`config.mk`:
```
export PLATFORM = sky130hd
export DESIGN_NAME = psd_divider
export DESIGN_NICKNAME = d
export VERILOG_FILES = /design/src/rtl/psd_pkg.sv /design/src/rtl/psd_prescaler.sv /design/src/rtl/psd_counters.sv /design/src/rtl/psd_ratio_hold.sv /design/src/rtl/psd_divider.sv
export SDC_FILE = /design/constraint.sdc
export NUM_CORES = 1
export LEC_CHECK = 0
export BUFFER_PORTS_ARGS = -buffer_cell sky130_fd_sc_hd__buf_2
export CAP_MARGIN = 5
export CORE_AREA = 2 2 85 87
export DETAILED_ROUTE_END_ITERATION = 16
export DIE_AREA = 0 0 87 89
export PLACE_DENSITY_LB_ADDON = 0.25
export SLEW_MARGIN = 20
export SYNTH_ARGS = -nofsm -noshare
export SYNTH_HDL_FRONTEND = slang
export SYNTH_SLANG_ARGS = --single-unit
```
`constraint.sdc`:
```
create_clock -name clk -period 5.2 [get_ports clk]
set_input_delay 0.78 -clock clk [delete_from_list [all_inputs] [get_ports clk]]
set_output_delay 0.78 -clock clk [all_outputs]
set_load 0.01 [all_outputs]
```
`src/rtl/psd_pkg.sv`:
```
package psd_pkg;
    localparam int A_W    = 3;
    localparam int M_W    = 12;
    localparam int N_W    = A_W + M_W;
    localparam int PRE_LO = 1 << A_W;            // low modulus, 8
    localparam int P_W    = $clog2(PRE_LO + 1);  // prescaler count width

    typedef logic [N_W-1:0] ratio_w_t;

    typedef struct packed {
        logic [M_W-1:0] m;   // main count, word bits [14:3]
        logic [A_W-1:0] a;   // swallow count, word bits [2:0]
    } ratio_t;

    function automatic ratio_t split_ratio(input ratio_w_t w);
        return ratio_t'(w);
    endfunction

    function automatic logic ratio_legal(input ratio_t r);
        return (r.m != '0) && (r.m >= {{(M_W-A_W){1'b0}}, r.a});
    endfunction
endpackage

```
`src/rtl/psd_prescaler.sv`:
```
module psd_prescaler
    import psd_pkg::*;
(
    input  logic clk,
    input  logic rst,
    input  logic sel9,
    output logic tc
);
    logic [P_W-1:0] pcnt;

    assign tc = (pcnt == (sel9 ? P_W'(PRE_LO) : P_W'(PRE_LO - 1)));

    always_ff @(posedge clk) begin
        if (rst || tc) pcnt <= '0;
        else           pcnt <= pcnt + 1'b1;
    end


    pre_range_chk: assert property (@(posedge clk) disable iff (rst)
        pcnt <= P_W'(PRE_LO));


    modulus_hold_chk: assert property (@(posedge clk) disable iff (rst)
        (sel9 != $past(sel9)) |-> $past(tc));
endmodule

```
`src/rtl/psd_counters.sv`:
```
module psd_counters
    import psd_pkg::*;
#(
    parameter logic [N_W-1:0] RATIO_RST = 15'd100
) (
    input  logic   clk,
    input  logic   rst,
    input  logic   tc,
    input  ratio_t load,
    output logic   sel9,
    output logic   boundary
);
    localparam ratio_t RST_R = split_ratio(RATIO_RST);

    logic [M_W-1:0] m_cnt;
    logic [A_W-1:0] a_cnt;
    logic           m_last;

    assign m_last   = (m_cnt == M_W'(1));
    assign sel9     = (a_cnt != '0);
    assign boundary = tc && m_last;

    always_ff @(posedge clk) begin
        if (rst) begin
            m_cnt <= RST_R.m;
            a_cnt <= RST_R.a;
        end else if (tc) begin
            if (m_last) begin
                m_cnt <= load.m;
                a_cnt <= load.a;
            end else begin
                m_cnt <= m_cnt - 1'b1;
                if (a_cnt != '0) a_cnt <= a_cnt - 1'b1;
            end
        end
    end


    swallow_le_main_chk: assert property (@(posedge clk) disable iff (rst)
        {{(M_W-A_W){1'b0}}, a_cnt} <= m_cnt);


    main_nonzero_chk: assert property (@(posedge clk) disable iff (rst)
        m_cnt != '0);
endmodule

```
`src/rtl/psd_ratio_hold.sv`:
```
module psd_ratio_hold
    import psd_pkg::*;
#(
    parameter logic [N_W-1:0] RATIO_RST = 15'd100
) (
    input  logic   clk,
    input  logic   rst,
    input  logic   wr,
    input  ratio_t wr_ratio,
    input  logic   boundary,
    output ratio_t next_ratio,
    output logic   rej
);
    localparam ratio_t RST_R = split_ratio(RATIO_RST);

    ratio_t pend, active;
    logic   pend_vld, ok;

    assign ok         = ratio_legal(wr_ratio);
    assign next_ratio = pend_vld ? pend : active;

    always_ff @(posedge clk) begin
        if (rst) begin
            pend     <= RST_R;
            active   <= RST_R;
            pend_vld <= 1'b0;
            rej      <= 1'b0;
        end else begin
            rej <= wr && !ok;
            if (boundary) begin
                active   <= next_ratio;
                pend_vld <= 1'b0;
            end
            if (wr && ok) begin
                pend     <= wr_ratio;
                pend_vld <= 1'b1;
            end
        end
    end


    active_legal_chk: assert property (@(posedge clk) disable iff (rst)
        ratio_legal(active));


    ratio_boundary_chk: assert property (@(posedge clk) disable iff (rst)
        (active != $past(active)) |-> $past(boundary));
endmodule

```
`src/rtl/psd_divider.sv`:
```
module psd_divider
    import psd_pkg::*;
#(
    parameter logic [N_W-1:0] RATIO_RST = 15'd100
) (
    input  logic           clk,
    input  logic           rst,
    input  logic           ratio_wr,
    input  logic [N_W-1:0] ratio_in,
    output logic           pd_pulse,
    output logic           pd_half,
    output logic           ratio_rej
);
    logic   sel9, tc, boundary;
    ratio_t next_ratio;

    psd_prescaler u_pre (
        .clk  (clk),
        .rst  (rst),
        .sel9 (sel9),
        .tc   (tc)
    );

    psd_counters #(.RATIO_RST(RATIO_RST)) u_cnt (
        .clk      (clk),
        .rst      (rst),
        .tc       (tc),
        .load     (next_ratio),
        .sel9     (sel9),
        .boundary (boundary)
    );

    psd_ratio_hold #(.RATIO_RST(RATIO_RST)) u_hold (
        .clk        (clk),
        .rst        (rst),
        .wr         (ratio_wr),
        .wr_ratio   (split_ratio(ratio_in)),
        .boundary   (boundary),
        .next_ratio (next_ratio),
        .rej        (ratio_rej)
    );

    always_ff @(posedge clk) begin
        if (rst) begin
            pd_pulse <= 1'b0;
            pd_half  <= 1'b0;
        end else begin
            pd_pulse <= boundary;
            pd_half  <= pd_half ^ boundary;
        end
    end


    pulse_width_chk: assert property (@(posedge clk) disable iff (rst)
        pd_pulse |=> !pd_pulse);


    half_tgl_chk: assert property (@(posedge clk) disable iff (rst)
        (pd_half != $past(pd_half)) |-> pd_pulse);
endmodule

```
# Word level (Yosys, flattened, before mapping)
# Cells that the tools add are included.
dict set report classes {
  addsub 3
  mul 0
  n_div 0
  n_lt_le_gt_ge 1
  n_eq_ne 2
  shift 0
  n_mux 7
  bitwise_logic 1
  reduce_logical 11
}
# operator count
set op_table {}
lappend op_table {{15-bit 2-to-1 mux} 1}
lappend op_table {{12-bit by 1-bit == test with 1-bit output, second input constant} 1}
lappend op_table {{12-bit by 3-bit greater-or-equal comparator with 1-bit output} 1}
lappend op_table {{12-bit 2-to-1 mux} 1}
lappend op_table {{12-bit nonzero test} 1}
lappend op_table {{12-bit by 1-bit subtractor with 12-bit output, second input constant} 1}
lappend op_table {{3-bit 2-to-1 mux} 2}
lappend op_table {{4-bit by 1-bit adder with 4-bit output, second input constant} 1}
lappend op_table {{4-bit == test} 1}
lappend op_table {{1-bit logical AND} 4}
lappend op_table {{4-bit 2-to-1 mux} 1}
lappend op_table {{2-bit nonzero test} 2}
lappend op_table {{3-bit nonzero test} 1}
lappend op_table {{3-bit by 1-bit subtractor with 3-bit output, second input constant} 1}
lappend op_table {{1-bit 2-to-1 mux} 2}
lappend op_table {{2-bit AND reduction} 1}
lappend op_table {{1-bit logical NOT} 1}
lappend op_table {{1-bit logical OR} 1}
lappend op_table {{1-bit bitwise XOR} 1}
dict set report word_totals {
  reg_bits 53
  latch_bits 0
  ramBits 0
  rom_bits 0
  input_bits 18
  out_inout_bits 3
  word_cells 36
  memories 0
}

# Longest topological paths before layout
dict set report logic_depth {
  depth_word 6
  ltp_mapped 9
  mapped_depth_nobuf 7
}

# Hierarchy
# Synthesis repeated with hierarchy kept, for this count alone.
dict set report unflattened {
  cells_unflattened 295
  hier_area_um2 2715.1
}
# module instances cells_per_inst area_each_um2 seq_area_each_um2
set modules_own_cells {}
lappend modules_own_cells {psd_ratio_hold 1 151 1493.9 640.6}
lappend modules_own_cells {psd_counters 1 121 968.4 300.3}
lappend modules_own_cells {psd_prescaler 1 18 193.9 80.1}
lappend modules_own_cells {psd_divider 1 5 58.8 40.0}

# Worst setup path after synthesis
# OpenSTA, ideal clock, no wires.
dict set report synth_path {
  path_kind {input to register}
  startpoint {input port ratio_in[2]}
  endpoint {register u_hold.pend_vld}
  setup_time_ns 0.132
  arrival_time_ns 1.941
  path_slack_ns 3.126
  stages 8
  path_buffers 1
  cell_sequence {inv_1 -> ha_1 -> a21oi_1 -> o21ai_0 -> a21oi_1 -> clkbuf_1 -> nand2b_1 -> a21oi_1}
}
dict set report synth_between {
  elab_chain_cells 4
  elab_cells_between_ends 5
}
# item line
set synth_lines {}
lappend synth_lines {{from (decl)} psd_divider.sv:9} ;# input logic [N_W-1:0] ratio_in,
lappend synth_lines {{12-bit by 3-bit greater-or-equal comparator with 1-bit output *} psd_pkg.sv:20} ;# return (r.m != '0) && (r.m >= {{(M_W-A_W){1'b0}}, r.a});
lappend synth_lines {{1-bit logical AND *} psd_pkg.sv:20}
lappend synth_lines {{1-bit logical AND *} psd_ratio_hold.sv:34} ;# if (wr && ok) begin
lappend synth_lines {{1-bit 2-to-1 mux / 2-bit nonzero test (equally long branches)} -}
lappend synth_lines {{to (signal assigned)} psd_ratio_hold.sv:26} ;# pend_vld <= 1'b0;
lappend synth_lines {{to (signal assigned)} psd_ratio_hold.sv:32} ;# pend_vld <= 1'b0;
lappend synth_lines {{to (signal assigned)} psd_ratio_hold.sv:36} ;# pend_vld <= 1'b1;
lappend synth_lines {{to (decl)} psd_ratio_hold.sv:17} ;# logic pend_vld, ok;
# Every way passes the cells marked *; elsewhere a longest branch is shown, timed or not.
# A chain may end at the register's enable or synchronous reset.

# Final worst setup path
dict set report layout_path {
  startpoint {register u_cnt.m_cnt[1]}
  endpoint {register u_cnt.m_cnt[6]}
}
dict set report layout_between {
  elab_chain_cells 2
  elab_cells_between_ends 3
}
# item line
set layout_lines {}
lappend layout_lines {{from (decl)} psd_counters.sv:15} ;# logic [M_W-1:0] m_cnt;
lappend layout_lines {{from (signal assigned)} psd_counters.sv:25} ;# m_cnt <= RST_R.m;
lappend layout_lines {{from (signal assigned)} psd_counters.sv:29} ;# m_cnt <= load.m;
lappend layout_lines {{from (signal assigned)} psd_counters.sv:32} ;# m_cnt <= m_cnt - 1'b1;
lappend layout_lines {{12-bit by 1-bit subtractor with 12-bit output / 12-bit by 1-bit == test with 1-bit output (equally long branches)} {psd_counters.sv:32, psd_counters.sv:19}}
lappend layout_lines {{12-bit 2-to-1 mux *} psd_counters.sv:28} ;# if (m_last) begin
# Marked as above.

==> impl_summary.log <==
[metrics] most used flip-flop cell after synthesis: sky130_fd_sc_hd__dfxtp_1
[metrics] starting utilization of the core area: 0.392
[metrics] synthesized netlist cell count: 301
[metrics] RR Endpoint: u_cnt.m_cnt[6]
[metrics] clock-pin slew of the registers on the worst-case setup and hold paths: 100 ps
[metrics] layout filler cell count: 670
[metrics] root buffer cell: sky130_fd_sc_hd__clkbuf_8
[metrics] Post-DP Area: 2760 µm²
[metrics] number of rows in the core area: 30
[metrics] Seq cells post-synth: 53
[metrics] most common library cell in the layout ignoring fill and taps: sky130_fd_sc_hd__dfxtp_1
[metrics] tightest hold margin: 465 ps
[metrics] worst clock skew on the final layout: 6.89 ps
[metrics] Die Y: 89 µm
[metrics] final WL: 5.52 mm
[metrics] Synth async-reset ratio: 0
[metrics] GR Overflow Total: 0
[metrics] wire length of the first global-routing pass: 9.52 mm
[metrics] number of gates resized after cts: 0
[metrics] area of the core: 6720 µm²
[metrics] final count of pins violating max slew: 0
[metrics] hpwl dp: 3.90 mm
[metrics] number of enable flip-flop cells after synthesis: 0
[metrics] Worst R2R Path Depth: 7
[metrics] largest buffer count on any clock path: 2
[metrics] area share of the largest cell type after synthesis: 0.403
[metrics] pin count of the biggest net entering global routing: 65
[metrics] startpoint of the most critical setup path: u_cnt.m_cnt[1]
[metrics] fmax: 0.420 GHz
[metrics] clock tree from TritonCTS: done
[metrics] Final Hold Vio Count: 0
[metrics] RSZ-0062 raised after global routing: false
[metrics] number of design-rule violations left by the first detailed-router iteration: 82
[metrics] total inserted antenna cells: 0
[metrics] Die Outline Area: 7740 µm²
[metrics] cts bufs inserted: 5
[metrics] detailed-route vias per instance: 5.37
[metrics] count of endpoints failing setup in the final report: 0
[metrics] Tot GR Track Use: 0.153
[metrics] worst setup slack for register-to-register paths: 2820 ps
[metrics] number of max-cap violations: 0
[metrics] final worst path period share: 0.458
[metrics] result of the run: finished clean
[metrics] count of unique library cells instantiated by Yosys: 49
[metrics] summed negative setup slack over all endpoints: 0 ps
[metrics] critical path startpoint category: flop
[metrics] kind of critical path: flop to flop
[metrics] count of yosys warnings during synthesis: 0
[metrics] DR vias: 2,093
[metrics] Antenna Violating Nets Remaining: 0
[metrics] insertion delay of the later-clocked pin in the worst-skew pair: 310 ps
[metrics] transition time of the tightest slew-check pin: 1080 ps
[metrics] Crit path arrival time: 2540 ps
[metrics] H-tree depth: 2
[metrics] minimum clock period after layout: 2380 ps
[metrics] ports placed on the boundary: 21
[metrics] post-synthesis cell type with the largest combined area: sky130_fd_sc_hd__dfxtp_1
[metrics] Critical Path RT: 5360 ps
[metrics] PortBufs: 20
[metrics] horizontal extent of the die: 87 µm
[metrics] count of unresolved DRC violations after routing: 0
[metrics] number of detailed-routing iterations run before antenna repair: 4
[metrics] most used cells in the layout excluding fill and tap cells: sky130_fd_sc_hd__dfxtp_1 (53), sky130_fd_sc_hd__nor2_1 (31), sky130_fd_sc_hd__mux2i_1 (22)
[metrics] share of post-route cells with drive strength above 1: 0.129
[metrics] fraction of the yosys area taken by sequential cells: 0.403
[metrics] area of all placed cells without fillers: 2870 µm²
[metrics] worst slew slack as a fraction of its limit: 0.278
[metrics] highest ir drop seen on vdd: 0.000135 V
[metrics] post-synthesis net count: 327
[metrics] Worst setup endpoint: u_cnt.m_cnt[6]
[metrics] area grow syn2layout: 8.78%
[metrics] total power: 0.000760 W
[metrics] number of buffers inserted to repair setup after CTS: 0
[metrics] Hold Path Depth: 2
[metrics] Hold Path Class: flop to flop
[metrics] peak fanout along the critical path: 12
[metrics] static power due to leakage: 1.11 nW
[metrics] clk sinks: 53
[metrics] vias in the first global route: 1,970
[metrics] number of hold buffers added after CTS: 0
[metrics] summed instance area of the synthesized netlist: 2640 µm²
[metrics] number of antenna violations at the first check in global routing: 0
[metrics] nature of the critical path endpoint: flop
[metrics] worst reg2reg path startpoint: u_cnt.m_cnt[1]
[metrics] ratio of total power to cell area: 265 nW/µm²
[metrics] post-synthesis area per instance: 8.75 µm²
[metrics] final weighted congestion of routability-driven global placement: 0.789
[metrics] final-stage net count: 336
[metrics] top cells by area in the synthesized netlist: sky130_fd_sc_hd__dfxtp_1 (40%), sky130_fd_sc_hd__mux2i_1 (8.4%), sky130_fd_sc_hd__nor2_1 (4.4%), sky130_fd_sc_hd__a21oi_1 (4.0%), sky130_fd_sc_hd__ha_1 (3.8%)
[metrics] average wire length per cell after detail routing: 14.2 µm
==> logic make-up (layout without fill, tap and decap cells) <==
logic type	after synthesis	after routing	synth area share
muxes	28	28	0.109
buffers and inverters	27	36	0.0418
and+or+nand+nor	110	110	0.222
DFF	53	53	0.403
xor gates and xnor gates	6	6	0.0199
adders and majority gates	8	8	0.0380
AOI/OAI and AO/OA	69	69	0.166
==> how the worst min path moves through the flow <==
| stage | startpoint | to | slack, ps |
|---|---|---|---|
| floorplan | u_hold.active[3] | u_hold.active[3] | 430 |
| global placement | u_hold.active[3] | u_hold.active[3] | 440 |
| global route | u_hold.active[3] | u_hold.active[3] | 480 |
| finish | u_hold.active[3] | u_hold.active[3] | 460 |
| detailed placement | u_hold.active[3] | u_hold.active[3] | 450 |
| CTS | u_hold.active[3] | u_hold.active[3] | 460 |
==> where the power goes <==
group	total, W	leakage, nW	internal [W]	switching, W
clock	0.000285	0.0546	0.000143	0.000142
combinational	0.0000488	0.623	0.0000230	0.0000258
sequential	0.000426	0.431	0.000416	0.0000109
total	0.000760	1.11	0.000581	0.000179
==> cells in the mapped netlist, types with 2 or more instances <==
master and number:
sky130_fd_sc_hd__mux2_2 6, sky130_fd_sc_hd__nand2_1 21, sky130_fd_sc_hd__nor2_1 31, sky130_fd_sc_hd__o211ai_1 5, sky130_fd_sc_hd__inv_1 9, sky130_fd_sc_hd__or3_1 3, sky130_fd_sc_hd__a22oi_1 3, sky130_fd_sc_hd__or4_1 2
sky130_fd_sc_hd__nand3b_1 4, sky130_fd_sc_hd__clkbuf_1 13, sky130_fd_sc_hd__a211oi_1 6, sky130_fd_sc_hd__nand3_1 6, sky130_fd_sc_hd__ha_1 8, sky130_fd_sc_hd__nor4_1 2, sky130_fd_sc_hd__a211o_1 2, sky130_fd_sc_hd__dfxtp_1 53
sky130_fd_sc_hd__a31oi_1 2, sky130_fd_sc_hd__o21ai_0 18, sky130_fd_sc_hd__and3_1 2, sky130_fd_sc_hd__xor2_1 3, sky130_fd_sc_hd__nor2b_1 5, sky130_fd_sc_hd__mux2i_1 22, sky130_fd_sc_hd__nor3_1 11, sky130_fd_sc_hd__buf_2 4
sky130_fd_sc_hd__nor3b_1 2, sky130_fd_sc_hd__xnor2_1 3, sky130_fd_sc_hd__nand2b_1 13, sky130_fd_sc_hd__a21oi_1 21
==> routing by layer <==
metal	vias up	track usage	share of wire	wire length [µm]
met2	28	0.246	0.45	2470
met5	-	0	0	0
met1	973	0.211	0.51	2820
met3	7	0.0231	0.030	165
li1	1085	-	-	-
met4	0	0.0511	0.012	68
==> area by class of cell <==
class                   instances  area, µm²  share of cell area
clock buffers                   5       68.8              0.0240
flip-flops and latches         53       1060               0.370
repair buffers                 20        100              0.0349
inverters                       9       33.8              0.0118
multi-input cells             221       1460               0.511
clock inverters                 2       38.8              0.0135
well taps                      80        100              0.0349
==> metrics by stage <==
stage	cells	util	setup slack, ps
5_1_grt	390	0.427	2560
2_1_floorplan	301	-	3130
3_3_place_gp	383	0.411	2660
4_1_cts	390	0.427	2820
3_5_place_dp	383	0.411	2580
6_report	390	0.427	2820
==> state kept, by name, summed over array words and instances, names as in the netlist <==
name,cells
u_hold.active,15
u_hold.pend,15
u_cnt.m_cnt,12
u_pre.pcnt,4
u_cnt.a_cnt,3
pd_half,1
pd_pulse,1
u_hold.pend_vld,1
u_hold.rej,1
==> critical path, cell delays in order, from the launching register on <==
cell and delay, ps:
sky130_fd_sc_hd__dfxtp_1 350, sky130_fd_sc_hd__inv_1 80, sky130_fd_sc_hd__ha_1 150, sky130_fd_sc_hd__nor4b_4 370, sky130_fd_sc_hd__and3_1 400, sky130_fd_sc_hd__o21ai_1 370, sky130_fd_sc_hd__a211oi_1 420, sky130_fd_sc_hd__a211oi_1 80
No activity file was read; power rests on OpenSTA's default activity.
